**config.mk**
```make
export PLATFORM = sky130hd
export DESIGN_NAME = chardisp_ctrl
export DESIGN_NICKNAME = d
export VERILOG_FILES = /design/src/rtl/chardisp_pkg.sv /design/src/rtl/chardisp_ctl.sv /design/src/rtl/chardisp_dp.sv /design/src/rtl/chardisp_ctrl.sv
export SDC_FILE = /design/constraint.sdc
export NUM_CORES = 2
export LEC_CHECK = 0
export BUFFER_PORTS_ARGS = -buffer_cell sky130_fd_sc_hd__buf_2
export CAP_MARGIN = 20
export CORE_ASPECT_RATIO = 0.6
export CORE_UTILIZATION = 45
export CTS_BUF_LIST = sky130_fd_sc_hd__clkbuf_4 sky130_fd_sc_hd__clkbuf_8
export DETAILED_ROUTE_END_ITERATION = 8
export SLEW_MARGIN = 10
export SYNTH_ARGS = -nofsm -noshare
export SYNTH_HDL_FRONTEND = slang
export SYNTH_SLANG_ARGS = --single-unit
```
**constraint.sdc**
```tcl
create_clock -name clk -period 3.6 [get_ports clk]
set_input_delay 0.18 -clock clk [delete_from_list [all_inputs] [get_ports clk]]
set_output_delay 0.18 -clock clk [all_outputs]
set_load 0.01 [all_outputs]
```
**src/rtl/chardisp_pkg.sv**
```systemverilog
package chardisp_pkg;
  // strobes from control to datapath, at most one access kind per cycle
  typedef struct packed {
    logic doClear;
    logic doHome;
    logic loadDd;
    logic loadCg;
    logic step;
    logic stepUp;
    logic wrRam;
    logic rdRam;
    logic rdStatus;
  } cdStrobe_t;
endpackage

```
**src/rtl/chardisp_ctl.sv**
```systemverilog
module chardisp_ctl
  import chardisp_pkg::*;
#(
  parameter int CLK_HZ = 50_000_000
) (
  input  logic      clk,
  input  logic      rstN,
  input  logic      accStrobe,
  input  logic      regSel,
  input  logic      readMode,
  input  logic [7:0] busIn,
  output cdStrobe_t cs,
  output logic      busy,
  output logic [7:0] modeBits
);
  localparam int KHZ       = CLK_HZ / 1000;
  localparam int LONG_CYC  = KHZ * 153 / 100;
  localparam int SHORT_CYC = KHZ * 39 / 1000;
  localparam int DATA_CYC  = KHZ * 43 / 1000;
  localparam int CW        = $clog2(LONG_CYC + 1);

  logic [CW-1:0] busyCnt, loadVal;
  logic doLoad, setFunc, setDisp, setEntry;
  logic dispOn, cursorOn, blinkOn, busWide, twoLines, tallFont, incMode, shiftOnEntry;

  assign busy = (busyCnt != '0);
  assign modeBits = {dispOn, cursorOn, blinkOn, busWide, twoLines, tallFont, incMode, shiftOnEntry};

  always_comb begin
    cs = '0;
    doLoad = 1'b0;
    loadVal = '0;
    setFunc = 1'b0;
    setDisp = 1'b0;
    setEntry = 1'b0;
    cs.rdStatus = accStrobe && !regSel && readMode;
    if (accStrobe && !busy) begin
      if (regSel) begin
        cs.wrRam  = !readMode;
        cs.rdRam  = readMode;
        cs.step   = 1'b1;
        cs.stepUp = incMode;
        doLoad    = 1'b1;
        loadVal   = CW'(DATA_CYC);
      end else if (!readMode) begin
        doLoad  = 1'b1;
        loadVal = CW'(SHORT_CYC);
        casez (busIn)
          8'b1???????: cs.loadDd = 1'b1;
          8'b01??????: cs.loadCg = 1'b1;
          8'b001?????: setFunc = 1'b1;
          8'b0001????: begin
            cs.step   = !busIn[3];
            cs.stepUp = busIn[2];
          end
          8'b00001???: setDisp = 1'b1;
          8'b000001??: setEntry = 1'b1;
          8'b0000001?: begin
            cs.doHome = 1'b1;
            loadVal   = CW'(LONG_CYC);
          end
          8'b00000001: begin
            cs.doClear = 1'b1;
            loadVal    = CW'(LONG_CYC);
          end
          default: doLoad = 1'b0;
        endcase
      end
    end
  end

  always_ff @(posedge clk or negedge rstN) begin
    if (!rstN) begin
      busyCnt <= '0;
      {dispOn, cursorOn, blinkOn} <= '0;
      {busWide, twoLines, tallFont} <= '0;
      incMode <= 1'b1;
      shiftOnEntry <= 1'b0;
    end else begin
      if (doLoad) busyCnt <= loadVal;
      else if (busy) busyCnt <= busyCnt - CW'(1);
      if (setDisp) {dispOn, cursorOn, blinkOn} <= busIn[2:0];
      if (setFunc) {busWide, twoLines, tallFont} <= busIn[4:2];
      if (setEntry) {incMode, shiftOnEntry} <= busIn[1:0];
    end
  end

  // settings frozen while a command executes
  assert_mode_frozen_R5: assert property (@(posedge clk) disable iff (!rstN)
    busy |=> $stable(modeBits));
  // an accepted access starts the busy interval
  assert_busy_start_R6: assert property (@(posedge clk) disable iff (!rstN)
    (accStrobe && !busy && (regSel || (!readMode && busIn != 8'h00))) |=> busy);
  // busy never starts without a host strobe
  assert_busy_cause_R6: assert property (@(posedge clk) disable iff (!rstN)
    $rose(busy) |-> $past(accStrobe));
  // status reads never start busy
  assert_status_free_R2: assert property (@(posedge clk) disable iff (!rstN)
    (accStrobe && !regSel && readMode && !busy) |=> !busy);
endmodule

```
**src/rtl/chardisp_dp.sv**
```systemverilog
module chardisp_dp
  import chardisp_pkg::*;
#(
  parameter int DD_COLS = 40,
  parameter logic [7:0] FILL_CODE = 8'h20
) (
  input  logic      clk,
  input  logic      rstN,
  input  cdStrobe_t cs,
  input  logic [7:0] busIn,
  input  logic      busyIn,
  output logic [7:0] busOut
);
  localparam int DD_DEPTH = 2 * DD_COLS;
  localparam int CG_DEPTH = 64;
  localparam logic [5:0] LAST_COL = 6'(DD_COLS - 1);

  logic [7:0] ddMem [DD_DEPTH];
  logic [7:0] cgMem [CG_DEPTH];
  logic [6:0] ac;
  logic       ddSel;
  logic [6:0] ddIdx;
  logic [5:0] loadCol;

  assign ddIdx = ac[6] ? (7'(ac[5:0]) + 7'(DD_COLS)) : 7'(ac[5:0]);
  // columns past the line end fold back by one line length
  assign loadCol = (busIn[5:0] > LAST_COL) ? (busIn[5:0] - 6'(DD_COLS)) : busIn[5:0];

  function automatic logic [6:0] stepAddr(input logic [6:0] a, input logic up, input logic dd);
    if (!dd) return {1'b0, up ? a[5:0] + 6'd1 : a[5:0] - 6'd1};
    if (up) return (a[5:0] == LAST_COL) ? {~a[6], 6'd0} : a + 7'd1;
    return (a[5:0] == 6'd0) ? {~a[6], LAST_COL} : a - 7'd1;
  endfunction

  always_ff @(posedge clk or negedge rstN) begin
    if (!rstN) begin
      ac     <= '0;
      ddSel  <= 1'b1;
      busOut <= '0;
      for (int i = 0; i < DD_DEPTH; i++) ddMem[i] <= FILL_CODE;
      for (int i = 0; i < CG_DEPTH; i++) cgMem[i] <= '0;
    end else begin
      if (cs.doClear) begin
        for (int i = 0; i < DD_DEPTH; i++) ddMem[i] <= FILL_CODE;
      end
      if (cs.doClear || cs.doHome) begin
        ac    <= '0;
        ddSel <= 1'b1;
      end else if (cs.loadDd) begin
        ac    <= {busIn[6], loadCol};
        ddSel <= 1'b1;
      end else if (cs.loadCg) begin
        ac    <= {1'b0, busIn[5:0]};
        ddSel <= 1'b0;
      end else if (cs.step) begin
        ac <= stepAddr(ac, cs.stepUp, ddSel);
      end
      if (cs.wrRam) begin
        if (ddSel) ddMem[ddIdx] <= busIn;
        else cgMem[ac[5:0]] <= busIn;
      end
      if (cs.rdRam) busOut <= ddSel ? ddMem[ddIdx] : cgMem[ac[5:0]];
      else if (cs.rdStatus) busOut <= {busyIn, ac};
    end
  end

  // counter holds while a command executes
  assert_ac_hold_R5: assert property (@(posedge clk) disable iff (!rstN)
    busyIn |=> $stable(ac));
  // display address inside the two valid windows
  assert_dd_range_R8: assert property (@(posedge clk) disable iff (!rstN)
    ddSel |-> (ac[5:0] <= LAST_COL));
  // pattern address keeps bit 6 clear
  assert_cg_range_R9: assert property (@(posedge clk) disable iff (!rstN)
    !ddSel |-> !ac[6]);
  // clear and home land on display address zero
  assert_clear_home_R10: assert property (@(posedge clk) disable iff (!rstN)
    (cs.doClear || cs.doHome) |=> (ac == 7'd0 && ddSel));
endmodule

```
**src/rtl/chardisp_ctrl.sv**
```systemverilog
module chardisp_ctrl
  import chardisp_pkg::*;
#(
  parameter int CLK_HZ = 50_000_000,
  parameter int DD_COLS = 40,
  parameter logic [7:0] FILL_CODE = 8'h20
) (
  input  logic       clk,
  input  logic       rstN,
  input  logic       accStrobe,
  input  logic       regSel,
  input  logic       readMode,
  input  logic [7:0] busIn,
  output logic [7:0] busOut,
  output logic       busy,
  output logic       dispOn,
  output logic       cursorOn,
  output logic       blinkOn,
  output logic       busWide,
  output logic       twoLines,
  output logic       tallFont,
  output logic       incMode,
  output logic       shiftOnEntry
);
  cdStrobe_t cs;
  logic [7:0] modeBits;

  chardisp_ctl #(.CLK_HZ(CLK_HZ)) u_ctl (
    .clk(clk), .rstN(rstN), .accStrobe(accStrobe), .regSel(regSel),
    .readMode(readMode), .busIn(busIn), .cs(cs), .busy(busy), .modeBits(modeBits)
  );

  chardisp_dp #(.DD_COLS(DD_COLS), .FILL_CODE(FILL_CODE)) u_dp (
    .clk(clk), .rstN(rstN), .cs(cs), .busIn(busIn), .busyIn(busy), .busOut(busOut)
  );

  assign {dispOn, cursorOn, blinkOn, busWide, twoLines, tallFont, incMode, shiftOnEntry} = modeBits;
endmodule

```
# Yosys cells after proc, flatten, opt, wreduce, memory -nomap -nowiden

Index checks and enable logic that the tools add are counted.

Mux-type cells: 77
$lt $le $gt $ge: 5
Bitwise gates (word level): 4
Add/sub/neg operators: 7
Reductions and logical operators: 19
Equal/unequal tests: 8

Operators by type and width:

| operator                | number |
|---|---|
| $mux W640               | 3 |
| $bwmux W640             | 1 |
| $bwmux W512             | 1 |
| $mux W17                | 6 |
| $mux W8                 | 10 |
| $mux W7                 | 11 |
| $bmux W8 S7             | 1 |
| $demux W8 S7            | 1 |
| $bmux W8 S6             | 1 |
| $demux W8 S6            | 1 |
| $mux W1                 | 34 |
| $mux W6                 | 3 |
| $reduce_bool A17 Y1     | 1 |
| $sub A17 B1 Y17 const B | 1 |
| $eq A8 B1 Y1 const B    | 1 |
| $ge A8 B8 Y1 const B    | 1 |
| $lt A8 B1 Y1 const B    | 1 |
| $not A7 Y8              | 1 |
| $reduce_or A8 Y1        | 1 |
| $add A6 B6 Y7 const B   | 1 |
| $add A7 B1 Y7 const B   | 1 |
| $eq A7 B1 Y1 const B    | 1 |
| $ge A7 B7 Y1 const B    | 1 |
| $lt A7 B1 Y1 const B    | 1 |
| 24 further kinds        | 35 |

Register bits: 1193
Output and inout bits: 17
Bits of input ports: 13
Word-level logic and storage cells: 276

# Longest topological paths before layout

Word-level depth: 20
Depth in mapped cells: 15
Mapped depth without buffers: 13

# By module

From an unflattened synthesis, not the netlist that was laid out.

Cell total of the unflattened synthesis: 5667
Area, all modules: 57950.6 sq um

By module, submodules not included:

| module       | cells an instance | area each (sq um) | seq. area each (sq um) | times used |
|---|---|---|---|---|
| chardisp_dp  | 5499              | 56335.3           | 29329.4                | 1 |
| chardisp_ctl | 168               | 1615.3            | 626.9                  | 1 |

# Worst setup path after synthesis

No wires, ideal clock.

Kind: flip-flop to flip-flop
From: reg u_ctl.busyCnt[0]
To: reg u_dp.ac[4]
Stages on the path, launching flop included: 16
Library setup time: 0.077 ns
Clock period less this slack: 3.242 ns
Required time: 3.523 ns
Data arrival time: 3.164 ns
Slack: 0.358 ns
Path through: dfrtp_1 -> inv_1 -> ha_1 -> nor4b_1 -> and4_1 -> buf_6 -> nand3b_1 -> clkbuf_1 -> fa_1 -> a21o_1 -> a21oi_1 -> mux2i_1 -> nor2_1 -> a311oi_1 -> o31ai_1 -> a21oi_1

Word-level cells in the longest chain between the ends: 16
Elaborated cells on any way between the ends: 21
Classes of those cells: 16 x mux; 5 x reduce/logical

RTL lines:

| element                  | line               | text |
|---|---|---|
| start: declaration       | chardisp_ctl.sv:22 | `logic [CW-1:0] busyCnt, loadVal;` |
| start signal: assignment | chardisp_ctl.sv:80 | `if (doLoad) busyCnt <= loadVal;` |
| start signal: assignment | chardisp_ctl.sv:81 | `else if (busy) busyCnt <= busyCnt - CW'(1);` |
| $reduce_bool A17 Y1 (*)  | chardisp_ctl.sv:26 | `assign busy = (busyCnt != '0);` |
| $logic_not A1 Y1 (*)     | chardisp_ctl.sv:37 | `if (accStrobe && !busy) begin` |
| $logic_and A1 B1 Y1 (*)  | chardisp_ctl.sv:37 |  |
| $mux W8 (*)              | chardisp_ctl.sv:37 |  |
| $mux W1 (2 in series)    | chardisp_dp.sv:31  | `if (up) return (a[5:0] == LAST_COL) ? {~a[6], 6'd0} : a + 7'd1;` |
| $mux W1                  | chardisp_dp.sv:55  | `end else if (cs.step) begin` |
| $mux W1                  | chardisp_dp.sv:52  | `end else if (cs.loadCg) begin` |
| $mux W1                  | chardisp_dp.sv:49  | `end else if (cs.loadDd) begin` |
| $mux W1                  | chardisp_dp.sv:46  | `if (cs.doClear \|\| cs.doHome) begin` |
| $mux W7                  | chardisp_dp.sv:32  | `return (a[5:0] == 6'd0) ? {~a[6], LAST_COL} : a - 7'd1;` |
| $mux W7                  | chardisp_dp.sv:31  |  |
| $mux W7                  | chardisp_dp.sv:55  |  |
| $mux W7                  | chardisp_dp.sv:52  |  |
| $mux W7                  | chardisp_dp.sv:49  |  |
| $mux W7                  | chardisp_dp.sv:46  |  |
| end signal: assignment   | chardisp_dp.sv:50  | `ac <= {busIn[6], loadCol};` |
| end signal: assignment   | chardisp_dp.sv:53  | `ac <= {1'b0, busIn[5:0]};` |
| end signal: assignment   | chardisp_dp.sv:56  | `ac <= stepAddr(ac, cs.stepUp, ddSel);` |
| end: declaration         | chardisp_dp.sv:20  | `logic [6:0] ac;` |

Every way passes the cells marked *; elsewhere a longest branch is shown, timed or not. The select of a mux whose other input is x is not followed.
A chain may end at the register's enable or synchronous reset.

# Final worst setup path

From: reg u_dp.ac[1]
To: reg u_dp.busOut[6]

Word-level cells in the longest chain between the ends: 8
Elaborated cells on any way between the ends: 12
Classes of those cells: 1 x add/sub; 9 x mux; 2 x bitwise

RTL lines:

| element                                     | line              | text |
|---|---|---|
| $add A6 B6 Y7                               | chardisp_dp.sv:25 | `assign ddIdx = ac[6] ? (7'(ac[5:0]) + 7'(DD_COLS)) : 7'(ac[5:0]);` |
| $mux W7                                     | chardisp_dp.sv:25 |  |
| $not A7 Y8 (not written as such)            | chardisp_dp.sv:62 | `if (cs.rdRam) busOut <= ddSel ? ddMem[ddIdx] : cgMem[ac[5:0]];` |
| $bmux W8 S7                                 | chardisp_dp.sv:62 |  |
| $mux W8 (not written as such) (2 in series) | chardisp_dp.sv:62 |  |
| $mux W8 (*) (2 in series)                   | chardisp_dp.sv:62 |  |
| end signal: assignment                      | chardisp_dp.sv:62 |  |
| end signal: assignment                      | chardisp_dp.sv:63 | `else if (cs.rdStatus) busOut <= {busyIn, ac};` |
| end: declaration                            | chardisp_dp.sv:12 | `output logic [7:0] busOut` |

Marked as above.

==> metrics.md <==
| Metric | Value |
|---|---|
| Outcome | finished, final reports clean |
| # DRC | 0 |
| Final net count | about 5,600 |
| Worst slew margin relative to its limit | 21.2% |
| Synth top cells by count | 1,111 x dfrtp_1, 1,085 x nand2_1, 641 x nand3_1 |
| Row count | slightly below 100 |
| CTS clk-pin slew, worst paths | 0.08 ns |
| Setup-failing EPs final | 0 |
| Flop2flop setup slack | about 0.038 ns |
| Initial cell density of the core | between 40% and 50% |
| TritonCTS Sinks | approximately 1,200 |
| Clock skew | around 0.034 ns |
| Synth Area in Compound Gates | between 15 and 20% |
| Filler cell count | 10,900 |
| Syn_nets | 5,514 |
| Peak supply drop | about 0.00037 V |
| Post-Synth Simple-Gate Area | ~18% |
| Vias in the first global route | ~44,000 |
| Critical-path maximum fanout | 24 |
| Area Overhead vs Synth | 14.3% |
| MaxCap Viol Count | 0 |
| First-pass GRT wire length | slightly above 300,000 microns |
| Final Max Tran Viols | 0 |
| Kind of critical path | flop to flop |
| I/O pins | 30 |
| Initial antenna violation count | 8 |
| Worst hold-check path type | primary input to asynchronous set/reset pin |
| Leak | 29.0 nW |
| Worst Max-Slew Pin Slew | 1.17 ns |
| Global-route usage over all layers | between 30% and 40% |
| Post-synthesis sequential area ratio | a little over half |
| Worst setup SP type | flop |
| Worst Path Required | around 4.4 ns |
| Setup bufs post-CTS | 0 |
| Initial DRT Pass Iterations | 6 |
| Most frequent cell after synthesis | dfrtp_1 |
| Top-area cell type share of the netlist area | 50.7% |
| DR WL/cell | 27.9 microns |
| Syn Std Cell Area | 54,900 sq um |
| CTS tree | yes |
| Synth Area in Adders | less than 1% |
| Die Y | ~270 microns |
| Area of the multi-input gates | between 20,000 and 25,000 sq um |
| Yosys warning count | 0 |
| RSZ-0062 raised after global routing | false |
| DP Cell Count | roughly 7,000 |
| Tmin final | between 3 and 4 ns |
| Syn_area_per_cell | between 10 and 15 sq um |
| Share of synthesized registers carrying an async set or reset | 100% |
| Vias per cell | about 6.3 |
| Die Footprint | between 100,000 and 150,000 sq um |
| Clk Latency, worst-skew pair | around 0.92 ns |
| Synth Flop Type | dfrtp_1 |
| Number of library cell types mapped by synthesis | 82 |
| Arrival time at the worst endpoint | approximately 4.4 ns |
| Largest cells by area after synthesis | dfrtp_1 51%, nand2_1 7.4%, mux2_2 7.3% |
| Final HPWL from detailed placement | around 130,000 microns |
| Final ANT Viol Nets | 0 |
| Gate Count Post-Synth | 5,486 |
| Num CTS Buffers | 176 |
| Port bufs | 29 |
| Layout cells sized above 1 | between 20% and 30% |
| Post-Synth XOR/XNOR Area | 0.319% |
| Reg2reg start | u_dp.ac[1] |
| Routed wire length | just over 200,000 microns |
| Post-synthesis mux area share | just over 8% |
| GRT Residual Overflow | 0 |
| Worst reg2reg path endpoint | u_dp.busOut[6] |
| Number of synthesized register bits | ~1,200 |
| Final period utilization | between 90% and 100% |
| Core Region | 120,000 sq um |
| Finished Layout Cells | 7,351 |
| Crit. End Element | flop |
| Setup tns final | 0 ns |
| Setup ws final | 0.0380 ns |
| Longest Clk Path Bufs | 3 |
| Power density over the cells | about 420 nW/um^2 |
| Final Hold Viols | 0 |
| Main combinational cell family by area after synthesis | simple AND/OR/NAND/NOR gates |
| Setup WS pre-CTS | -0.0508 ns |
| Htree depth | 4 |
| Iteration-0 DRC Markers | ~6,700 |
| Worst Reg2Reg Path Length in Cells | 7 |
| Fmax achieved | around 280 MHz |
| Sequential cell area | around 30,000 sq um |
| Gpl congestion | roughly 0.94 |
| Via count | between 40,000 and 50,000 |
| Number of synthesized flops with an enable pin | 0 |
| Post-synth top area cell | dfrtp_1 |
| Largest net degree at the start of global routing | around 120 |
| Die X-Extent | about 450 microns |
| Root Driver | clkbuf_8 |
## worst max path at each step
| stage | cells past startpoint | start | slack (ns) | to |
|---|---|---|---|---|
| finish | 7 | u_dp.ac[1] | 0.04 | u_dp.busOut[6] |
| CTS | 13 | u_ctl.busyCnt[0] | 0.05 | u_dp.ac[4] |
| global route | 7 | u_dp.ac[1] | 0.03 | u_dp.busOut[6] |
| global placement | 7 | u_dp.ac[1] | 0.01 | u_dp.busOut[0] |
| detailed placement | 10 | u_dp.ac[2] | -0.05 | u_dp.busOut[0] |
| floorplan | 15 | u_ctl.busyCnt[0] | 0.36 | u_dp.ac[4] |
## metal layers
| metal | vias up | global-route usage, % | share of wire (%) |
|---|---|---|---|
| met5 | - | 0 | 0.020 |
| met1 | 23300 | 52.4 | 46 |
| met4 | 6 | 9.33 | 2.5 |
| li1 | 19900 | - | - |
| met2 | 2817 | 41.1 | 38 |
| met3 | 325 | 11.6 | 14 |
## kinds of logic (layout without fill, tap and decap cells)
kind of cell,Yosys count,count (layout)
flops,1193,1193
simple gates,2149,2149
compound gates,1239,1239
xor+xnor,20,20
other cells,0,3
fa+ha+maj,15,15
buf+inv,477,739
mux,393,393
## per-stage QoR
step	util [%]	instance area (sq um)	power, mW	hold slack [ns]
3_3_place_gp	48.9	58700	14.5	0.202
2_1_floorplan	-	54900	14.0	-0.116
5_1_grt	52.2	62700	27.2	0.0670
3_5_place_dp	48.9	58700	14.5	0.203
4_1_cts	52.2	62700	26.6	0.00265
6_report	52.2	62700	26.5	0.0476
## critical path, cell delays in order, from the launching register on
cell     delay (ns)
dfrtp_2        0.77
and3b_4        0.43
buf_12         0.22
a22oi_1        0.38
a41oi_1        0.44
o41ai_1        0.83
and4_1         0.29
o21ai_0        0.08
## where the power goes
group	switching, mW	internal [mW]
sequential	0.0282	13.4
combinational	0.711	0.145
clock	5.62	6.52
## placed cells by master (no fill, tap or decap), drive strengths merged, types with 9 or more instances in the layout
master	count
dfrtp	1111
ha	14
nand4	23
mux4	9
nor2	136
a21oi	138
inv	18
nor2b	12
a41oi	31
a31oi	56
dlygate4sd3	13
a22oi	339
and3	12
a221oi	93
or3	11
xnor2	11
nand2	1156
a22o	71
buf	395
mux2	355
o21ai	408
mux2i	29
clkbuf	292
xor2	9
o211ai	17
nand3	641
nor4	15
dfstp	82
clkinv	11
nor3	102
## area by class of cell
| class | count | share of cell area [%] |
|---|---|---|
| sequential | 1193 | 47.8 |
| inverter | 16 | 0.116 |
| timing repair buffer | 408 | 6.06 |
| clock inverter | 23 | 0.411 |
| tap | 1600 | 3.19 |
| multi-input combinational | 3816 | 36.8 |
| antenna | 3 | 0.0120 |
| clock buffer | 292 | 5.68 |
## state kept, by name, summed over array words and instances, names as in the netlist
name,flops
u_ctl.busyCnt,17
u_dp.cgMem,512
u_ctl.tallFont,1
u_ctl.incMode,1
u_ctl.shiftOnEntry,1
u_dp.busOut,8
u_ctl.cursorOn,1
u_ctl.blinkOn,1
u_ctl.busWide,1
u_dp.ac,7
u_ctl.twoLines,1
u_dp.ddMem,640
u_ctl.dispOn,1
u_dp.ddSel,1
## timing repair
action | CTS | global route
pin swaps | 0 | 1
endpoints found under the setup margin | 1 | 4
hold buffers | 14 | 0
resized for setup | 1 | 5
hold endpoints to repair | 962 | 0
(Power assumes the default switching activity.)
